File: src/rtl/lo_poh_pkg.sv
package lo_poh_pkg;

   localparam int OH_W = 8;

   typedef struct packed {
      logic [1:0] bip;
      logic       rei;
      logic       rfi;
      logic [2:0] label;
      logic       rdi;
   } oh_byte_t;

   localparam logic [2:0] LBL_UNEQ = 3'b000;
   localparam logic [2:0] LBL_AIS  = 3'b111;

   function automatic logic [1:0] bip2_of(input logic [OH_W-1:0] b);
      return {^(b & 8'hAA), ^(b & 8'h55)};
   endfunction

endpackage

File: src/rtl/poh_bip2_check.sv
module poh_bip2_check
   import lo_poh_pkg::*;
(
   input  logic            clk,
   input  logic            rst_n,
   input  logic            v5_stb,
   input  logic            pay_stb,
   input  logic [OH_W-1:0] rx_byte,
   input  logic            bit_mode,
   output logic [1:0]      err_inc
);
   logic [1:0] par_acc;
   logic       have_prev;
   logic [1:0] mism;

   // accumulated parity of the multiframe that ends at this overhead byte
   assign mism = rx_byte[7:6] ^ par_acc;

   always_comb begin
      err_inc = 2'd0;
      if (v5_stb && have_prev) begin
         if (bit_mode) err_inc = {1'b0, mism[1]} + {1'b0, mism[0]};
         else          err_inc = {1'b0, |mism};
      end
   end

   always_ff @(posedge clk) begin
      if (!rst_n) begin
         par_acc   <= 2'b00;
         have_prev <= 1'b0;
      end else if (v5_stb) begin
         par_acc   <= bip2_of(rx_byte);
         have_prev <= 1'b1;
      end else if (pay_stb) begin
         par_acc   <= par_acc ^ bip2_of(rx_byte);
      end
   end
endmodule

File: src/rtl/poh_sat_counter.sv
module poh_sat_counter #(
   parameter int CNT_W = 8,
   parameter int INC_W = 2
) (
   input  logic             clk,
   input  logic             rst_n,
   input  logic [INC_W-1:0] inc,
   input  logic             latch,
   output logic [CNT_W-1:0] live,
   output logic [CNT_W-1:0] hold
);
   localparam int SUM_W = CNT_W + 1;

   generate
      if (INC_W >= CNT_W) begin : g_bad
         $error("poh_sat_counter: INC_W must be narrower than CNT_W");
      end
   endgenerate

   logic [CNT_W-1:0] base;
   logic [SUM_W-1:0] sum;
   logic [CNT_W-1:0] nxt;

   assign base = latch ? '0 : live;
   assign sum  = {1'b0, base} + SUM_W'(inc);
   assign nxt  = sum[CNT_W] ? '1 : sum[CNT_W-1:0];

   always_ff @(posedge clk) begin
      if (!rst_n) begin
         live <= '0;
         hold <= '0;
      end else begin
         live <= nxt;
         if (latch) hold <= live;
      end
   end
endmodule

File: src/rtl/poh_persist.sv
module poh_persist #(
   parameter int W     = 1,
   parameter int DEPTH = 5
) (
   input  logic         clk,
   input  logic         rst_n,
   input  logic         stb,
   input  logic [W-1:0] val,
   output logic [W-1:0] acc,
   output logic         chg
);
   localparam int CW = $clog2(DEPTH + 1);

   logic [W-1:0] acc_nx;

   generate
      if (DEPTH < 1) begin : g_bad
         $error("poh_persist: DEPTH must be at least 1");
      end else if (DEPTH == 1) begin : g_direct
         assign acc_nx = stb ? val : acc;
      end else begin : g_filter
         logic [W-1:0]  cand;
         logic [CW-1:0] run;

         assign acc_nx = (stb && val == cand && run >= CW'(DEPTH - 1)) ? val : acc;

         always_ff @(posedge clk) begin
            if (!rst_n) begin
               cand <= '0;
               run  <= '0;
            end else if (stb) begin
               if (val == cand) begin
                  if (run != CW'(DEPTH)) run <= run + 1'b1;
               end else begin
                  cand <= val;
                  run  <= CW'(1);
               end
            end
         end
      end
   endgenerate

   always_ff @(posedge clk) begin
      if (!rst_n) begin
         acc <= '0;
         chg <= 1'b0;
      end else begin
         acc <= acc_nx;
         chg <= (acc_nx != acc);
      end
   end
endmodule

File: src/rtl/lo_poh_mon.sv
module lo_poh_mon
   import lo_poh_pkg::*;
#(
   parameter int CNT_W   = 8,
   parameter int PERSIST = 5
) (
   input  logic             clk,
   input  logic             rst_n,
   input  logic             v5_stb,
   input  logic             pay_stb,
   input  logic [7:0]       rx_byte,
   input  logic             bit_mode,
   input  logic [2:0]       exp_label,
   input  logic             ais_inhibit,
   input  logic             cnt_latch,
   output logic [CNT_W-1:0] bip_err_hold,
   output logic [CNT_W-1:0] rei_hold,
   output logic             rdi_flag,
   output logic             rfi_flag,
   output logic [2:0]       label_acc,
   output logic             label_chg,
   output logic             unequipped,
   output logic             vt_ais_label,
   output logic             label_mismatch,
   output logic             ais_req
);
   localparam int INC_W = 2;

   generate
      if (CNT_W < 3) begin : g_bad_cnt
         $error("lo_poh_mon: CNT_W must be at least 3");
      end
      if (PERSIST < 1) begin : g_bad_persist
         $error("lo_poh_mon: PERSIST must be at least 1");
      end
   endgenerate

   oh_byte_t         oh;
   logic [1:0]       bip_inc;
   logic [1:0]       rei_inc;
   logic [CNT_W-1:0] bip_live;
   logic [CNT_W-1:0] rei_live;
   logic             rdi_chg;
   logic             rfi_chg;

   assign oh      = oh_byte_t'(rx_byte);
   assign rei_inc = {1'b0, v5_stb & oh.rei};

   poh_bip2_check u_bip (
      .clk(clk), .rst_n(rst_n), .v5_stb(v5_stb), .pay_stb(pay_stb),
      .rx_byte(rx_byte), .bit_mode(bit_mode), .err_inc(bip_inc)
   );

   poh_sat_counter #(.CNT_W(CNT_W), .INC_W(INC_W)) u_bip_cnt (
      .clk(clk), .rst_n(rst_n), .inc(bip_inc), .latch(cnt_latch),
      .live(bip_live), .hold(bip_err_hold)
   );

   poh_sat_counter #(.CNT_W(CNT_W), .INC_W(INC_W)) u_rei_cnt (
      .clk(clk), .rst_n(rst_n), .inc(rei_inc), .latch(cnt_latch),
      .live(rei_live), .hold(rei_hold)
   );

   poh_persist #(.W(1), .DEPTH(PERSIST)) u_rdi (
      .clk(clk), .rst_n(rst_n), .stb(v5_stb), .val(oh.rdi),
      .acc(rdi_flag), .chg(rdi_chg)
   );

   poh_persist #(.W(1), .DEPTH(PERSIST)) u_rfi (
      .clk(clk), .rst_n(rst_n), .stb(v5_stb), .val(oh.rfi),
      .acc(rfi_flag), .chg(rfi_chg)
   );

   poh_persist #(.W(3), .DEPTH(PERSIST)) u_lbl (
      .clk(clk), .rst_n(rst_n), .stb(v5_stb), .val(oh.label),
      .acc(label_acc), .chg(label_chg)
   );

   assign unequipped     = (label_acc == LBL_UNEQ);
   assign vt_ais_label   = (label_acc == LBL_AIS);
   assign label_mismatch = !unequipped && !vt_ais_label && (label_acc != exp_label);
   assign ais_req        = !ais_inhibit && (unequipped || vt_ais_label || label_mismatch);

   logic unused_chg;
   assign unused_chg = rdi_chg ^ rfi_chg ^ (|rei_live);
endmodule

File: config.mk
export PLATFORM = sky130hd
export DESIGN_NAME = lo_poh_mon
export DESIGN_NICKNAME = d
export VERILOG_FILES = /design/src/rtl/lo_poh_pkg.sv /design/src/rtl/poh_bip2_check.sv /design/src/rtl/poh_sat_counter.sv /design/src/rtl/poh_persist.sv /design/src/rtl/lo_poh_mon.sv
export SDC_FILE = /design/constraint.sdc
export NUM_CORES = 1
export LEC_CHECK = 0
export BUFFER_PORTS_ARGS = -buffer_cell sky130_fd_sc_hd__buf_2
export CAP_MARGIN = 25
export CORE_MARGIN = 4
export CORE_UTILIZATION = 51
export DETAILED_ROUTE_END_ITERATION = 12
export HOLD_SLACK_MARGIN = 0.08
export PLACE_DENSITY = 0.75
export SLEW_MARGIN = 20
export SYNTH_ARGS = -nofsm -noshare
export SYNTH_HDL_FRONTEND = slang
export SYNTH_SLANG_ARGS = --single-unit
File: constraint.sdc
create_clock -name clk -period 2.4 [get_ports clk]
set_clock_uncertainty 0.05 [all_clocks]
set_input_delay 0.12 -clock clk [delete_from_list [all_inputs] [get_ports clk]]
set_output_delay 0.12 -clock clk [all_outputs]
set_load 0.05 [all_outputs]
==> Word level (Yosys, flattened, before mapping) <==
Index checks and enable logic that the tools add are counted.
{ "classes": {"add_sub_neg": 6, "magnitude_cmp": 3, "n_eq_ne": 12, "n_mux": 15, "bitwise_logic": 6, "reduce_logical": 26} }
{ "ops": {"columns": ["op", "count"], "rows": [
  ["8-bit 2-to-1 mux", 4],
  ["3-bit 2-to-1 mux", 7],
  ["8-bit parity", 2],
  ["2-bit AND reduction", 6],
  ["1-bit logical AND", 10],
  ["3-bit by 1-bit adder with 3-bit output, second input constant", 3],
  ["8-bit by 1-bit adder with 9-bit output", 1],
  ["8-bit by 2-bit adder with 9-bit output", 1],
  ["3-bit >= comparator, second input constant", 3],
  ["3-bit != test, second input constant", 3],
  ["2-bit 2-to-1 mux", 4],
  ["2-bit != test, second input constant", 3],
  ["3-bit != test", 2],
  ["2-bit bitwise XOR", 2],
  ["3-bit equality test", 1],
  ["3-bit equality test, second input constant", 1],
  ["1-bit zero test", 3],
  ["3-bit zero test", 1],
  ["1-bit inverter", 3],
  ["1-bit by 1-bit adder with 2-bit output", 1],
  ["1-bit equality test", 2],
  ["1-bit logical OR", 2],
  ["2-bit nonzero test", 1],
  ["2-bit OR reduction", 1],
  ["1-bit AND", 1]
]} }
{ "word_totals": {"ff_bits": 55, "in_bits": 18, "output_inout_bits": 26, "wordCells": 84} }

==> Depth between registers and ports, before layout <==
{ "depth": {"ltp_word": 6, "mapped_depth": 13, "depth_no_buf": 13} }

==> Cells and area by module <==
From an unflattened synthesis, not the netlist that was laid out.
{ "unflattened": {"cells_unflattened": 331, "hier_area_um2": 3168.0} }
{ "modules_own_cells": {"columns": ["mod", "n_inst", "cells_each", "area_per_inst_um2", "seq_area_each_um2"], "rows": [
  ["poh_sat_counter at u_bip_cnt", 1, 75, 770.7, 320.3],
  ["poh_sat_counter at u_rei_cnt", 1, 75, 768.2, 320.3],
  ["poh_persist at u_rdi ...", 2, 36, 326.6, 120.1],
  ["poh_persist at u_lbl", 1, 49, 520.5, 200.2],
  ["poh_bip2_check", 1, 30, 259.0, 60.1],
  ["lo_poh_mon", 1, 30, 196.4, 0.0]
]} }

==> Worst setup path after synthesis <==
No wires, ideal clock.
{ "synth_path": {"kind": "flip-flop to flip-flop", "start": "reg u_bip.par_acc[1]", "end": "reg u_bip_cnt.live[6]", "setup_ns": 0.115, "t_arrival_ns": 2.288, "t_required_ns": 2.235, "slack_ns": -0.053, "path_stages_with_launch": 13, "path_buffers": 0, "period_less_slack_ns": 2.453, "path_cell_list": "dfxtp_1 xor2_1 inv_1 ha_1 nand2_1 o21ai_0 and3_1 ha_1 inv_1 fa_1 nor4b_1 nor3b_1 o21a_1"} }
{ "synth_between": {"elab_chain_len": 6, "elab_cells_between_ends": 7, "classes_between": "2 x add/sub; 3 x mux; 1 x bitwise; 1 x reduce/logical"} }
{ "synth_lines": {"columns": ["element", "line", "rtl"], "rows": [
  ["start, declared", "poh_bip2_check.sv:12", "logic [1:0] par_acc;"],
  ["start signal, assigned", "poh_bip2_check.sv:32", "par_acc <= bip2_of(rx_byte);"],
  ["start signal, assigned", "poh_bip2_check.sv:35", "par_acc <= par_acc ^ bip2_of(rx_byte);"],
  ["2-bit bitwise XOR *", "poh_bip2_check.sv:17", "assign mism = rx_byte[7:6] ^ par_acc;"],
  ["1-bit by 1-bit adder with 2-bit output or 2-bit OR reduction (tied branches)", "poh_bip2_check.sv:22, poh_bip2_check.sv:23", null],
  ["2-bit 2-to-1 mux *", "poh_bip2_check.sv:22", "if (bit_mode) err_inc = {1'b0, mism[1]} + {1'b0, mism[0]};"],
  ["2-bit 2-to-1 mux *", "poh_bip2_check.sv:21", "if (v5_stb && have_prev) begin"],
  ["8-bit by 2-bit adder with 9-bit output *", "poh_sat_counter.sv:25", "assign sum = {1'b0, base} + SUM_W'(inc);"],
  ["8-bit 2-to-1 mux *", "poh_sat_counter.sv:26", "assign nxt = sum[CNT_W] ? '1 : sum[CNT_W-1:0];"],
  ["end signal, assigned", "poh_sat_counter.sv:33", "live <= nxt;"],
  ["end, declared", "poh_sat_counter.sv:9", "output logic [CNT_W-1:0] live,"]
]} }
Every way passes the cells marked *; elsewhere a longest branch is shown, timed or not.
A chain may end at the register's enable or synchronous reset.

==> Worst setup path in the final report <==
{ "layout_path": {"start": "reg u_bip.par_acc[1]", "end": "reg u_bip_cnt.live[4]"} }
The elaborated chain is that of the path after synthesis.

==> results.py <==
metrics = {
    "run_status": {
        "status": "finished with violations",
        "violations": "setup timing",
    },
    "floorplanning": {
        "initial_utilization_pct": 53.4,
        "fp.dieH_um": 84.7,
        "die_w_um": 84.7,
        "core_um2": 5610,
        "die-area_um2": 7170,
        "fp-row-count": 27,
        "io_pins": 44,
    },
    "final_layout": {
        "nNetsFinal": 387,
        "layout_common_cells": "dfxtp_1, buf_2, nor2b_1, mux2i_1, nand2_1",
        "diodes": 0,
        "syn2layout_area_growth_pct": 12.9,
        "drive_above_1_share_pct": 21.3,
        "fillerInstances": 520,
        "stdcell_count": 429,
        "layout_commonest_cell": "dfxtp_1",
    },
    "job": {
        "drv_cap": 0,
    },
    "setup_path": {
        "cp-end-kind": "flip-flop",
        "r2r-start": "u_bip.par_acc[1]",
        "worst-endpoint-arrival_ps": 2620,
        "worstRegToRegCells": 13,
        "timing.rr.end": "u_bip_cnt.live[4]",
        "cp-start-kind": "flip-flop",
        "rrSetupSlack_ps": -50,
        "critPathMaxFanout": 5,
        "critPathKind": "reg -> reg",
        "cp.required_ps": 2570,
    },
    "yosys": {
        "syn_area_um2": 3000,
        "seq_area_frac_synth_pct": 36.7,
        "synth_async_sr_flop_share_pct": 0,
        "synth.area.top_cells": "dfxtp_1, mux2i_1, nor2b_1",
        "yosys.area.top_type": "dfxtp_1",
        "synth_nets": 346,
        "syn_avg_cell_area_um2": 9.51,
        "synthCells": 315,
        "synth_cell_types": 52,
        "synth_edf_count": 0,
        "ys_ff_latch": 55,
        "yosysTopAreaCellShare_pct": 36.7,
        "ys_warn_count": 0,
        "synth-main-ff-cell": "dfxtp_1",
    },
    "hold_path": {
        "min_from": "rx_byte[4]",
        "min_to": "u_rfi.g_filter.cand",
        "min_path_cells": 3,
        "holdCritPathClass": "in -> reg",
    },
    "cts": {
        "cts.sinks": 55,
        "htreeDepth": 2,
        "cts_tree": "done",
        "clkLatencyLatePin_ps": 320,
        "cts_buffers": 5,
        "clock_tree.root_cell": "clkbuf_8",
        "clk_path_buf_depth": 2,
        "clk_pin_slew_ps": 100,
    },
    "routing": {
        "routed_wl_um": 5580,
        "first_iter_violations": 82,
        "via_per_inst": 5.33,
        "dr.pass1.iters": 5,
        "vias": 2285,
        "wl_per_cell_um": 13.0,
        "drcViolationCount": 0,
        "antenna_left": 0,
    },
    "pwr": {
        "leakagePower_nw": 1.51,
        "vdd.ir_drop.worst_mv": 0.322,
        "powerDensity_nw_per_um2": 505,
    },
    "place": {
        "post-place-ws_ps": -52.0,
        "portBuffers": 43,
        "dp_hpwl_um": 3970,
        "dp_cells": 420,
        "gp_congestion": 0.843,
    },
    "grt": {
        "grt_pass1_vias": 2113,
        "antenna_found_initial": 0,
        "grt_usage_pct": 15.7,
        "grt-ovfl-total": 0,
        "grt_first_pass_wirelength_um": 9440,
        "grt_max_degree": 40,
    },
    "sta": {
        "maxSlewViolCount": 0,
        "relSlewSlack_pct": 60.8,
        "layout_setup_ws_ps": -47.6,
        "setup_viol": 1,
        "fin_crit_ps": 2450,
        "rsz0062_at_grt": "true",
        "max_clock_freq_mhz": 409,
        "finalCritPeriodShare_pct": 102,
        "hold_viol": 0,
        "tightest_slew_ps": 589,
    },
}
where the power goes:
part | switching (mW) | internal [mW]
Clock | 0.321 | 0.213
Combinational | 0.117 | 0.106
Sequential | 0.0170 | 0.934
Total | 0.455 | 1.25
how the worst max path moves through the flow:
stage                        end        startpoint  cells past startpoint
2_1_floorplan  u_bip_cnt.live[6]  u_bip.par_acc[1]                     12
3_3_place_gp   u_bip_cnt.live[6]  u_bip.par_acc[1]                     12
3_5_place_dp   u_bip_cnt.live[6]  u_bip.par_acc[1]                     12
4_1_cts        u_bip_cnt.live[4]  u_bip.par_acc[1]                     13
5_1_grt        u_bip_cnt.live[4]  u_bip.par_acc[1]                     13
6_report       u_bip_cnt.live[4]  u_bip.par_acc[1]                     13
logic make-up after synthesis:
group                    synth area share [%]
AO/OA/AOI/OAI                            13.2
XOR/XNOR                                 7.06
adder cells (fa/ha/maj)                  5.68
buffers and inverters                    5.72
flip-flops                               36.7
multiplexers                             8.35
AND/OR/NAND/NOR                          23.3
cell usage after synthesis (all sizes together) (2+ instances only):
library cell  instances
a21o                  2
and3b                 3
clkbuf                7
and3                  5
dfxtp                55
nand3b                4
buf                  11
nand2b                5
a31oi                 5
o21ai                14
nand4b                2
nand4                 4
a2bb2oi               2
nor2b                35
o211a                 4
xnor2                 9
xor2                 13
inv                  13
a21boi                3
nand3                 6
nor3                  9
a41o                  2
o21a                 11
nor3b                 2
mux2i                25
nand2                21
ha                   12
nor2                  9
a21oi                 5
nor4b                 3
per-layer routing:
| layer | routed length [µm] | GRT usage (%) |
|---|---|---|
| met1 | 2650 | 19.3 |
| met2 | 2650 | 27.3 |
| met3 | 205 | 3.24 |
| met4 | 78 | 4.75 |
| met5 | 0 | 0 |
area by class of cell:
cell class	count	area (µm²)	area share, %
Timing Repair Buffer	52	283	8.36
Sequential cell	55	1100	32.6
Inverter	13	48.8	1.44
Clock inverter	3	25.0	0.740
Multi-Input combinational cell	229	1760	52.2
Clock buffer	5	68.8	2.03
Tap cell	72	90.1	2.66
worst max-delay path, cell delays in order, from the launching register on:
cell	delay, ps
dfxtp_2	340
xor2_2	160
inv_1	60
ha_1	270
nand2_1	50
o21ai_1	60
and3_1	170
ha_2	180
inv_2	40
fa_2	400
nand3b_1	210
xor2_1	150
nor2_1	60
o21a_1	160
registers in the layout, indices dropped and copies added, names as in the netlist:
name and flops:
u_rdi.g_filter.cand 1, u_rfi.g_filter.run 3, u_bip.par_acc 2, u_rdi.acc 1, u_lbl.g_filter.run 3, u_rei_cnt.hold 8
u_bip.have_prev 1, u_bip_cnt.hold 8, u_rei_cnt.live 8, u_rfi.g_filter.cand 1, u_rdi.g_filter.run 3, u_rfi.acc 1
u_lbl.acc 3, u_lbl.chg 1, u_lbl.g_filter.cand 3, u_bip_cnt.live 8
metrics by stage:
| step | util, % | hold WS, ps | setup TNS [ps] | power, mW | instance area, µm² |
|---|---|---|---|---|---|
| 3_5_place_dp | 57.9 | 417 | -119 | 1.19 | 3250 |
| 5_1_grt | 60.3 | 110 | -635 | 1.80 | 3380 |
| 2_1_floorplan | - | 240 | 0 | 1.13 | 3010 |
| 3_3_place_gp | 57.9 | 408 | -6.12 | 1.18 | 3250 |
| 4_1_cts | 59.9 | 96.1 | -131 | 1.73 | 3360 |
| 6_report | 60.3 | 105 | -47.6 | 1.71 | 3380 |
what timing repair did:
action,in CTS,in global routing
hold buffers,0,0
setup buffers,0,1
pin swaps,2,1
gates resized for setup,7,2
setup endpoints to repair,7,8
(Power assumes the default switching activity.)
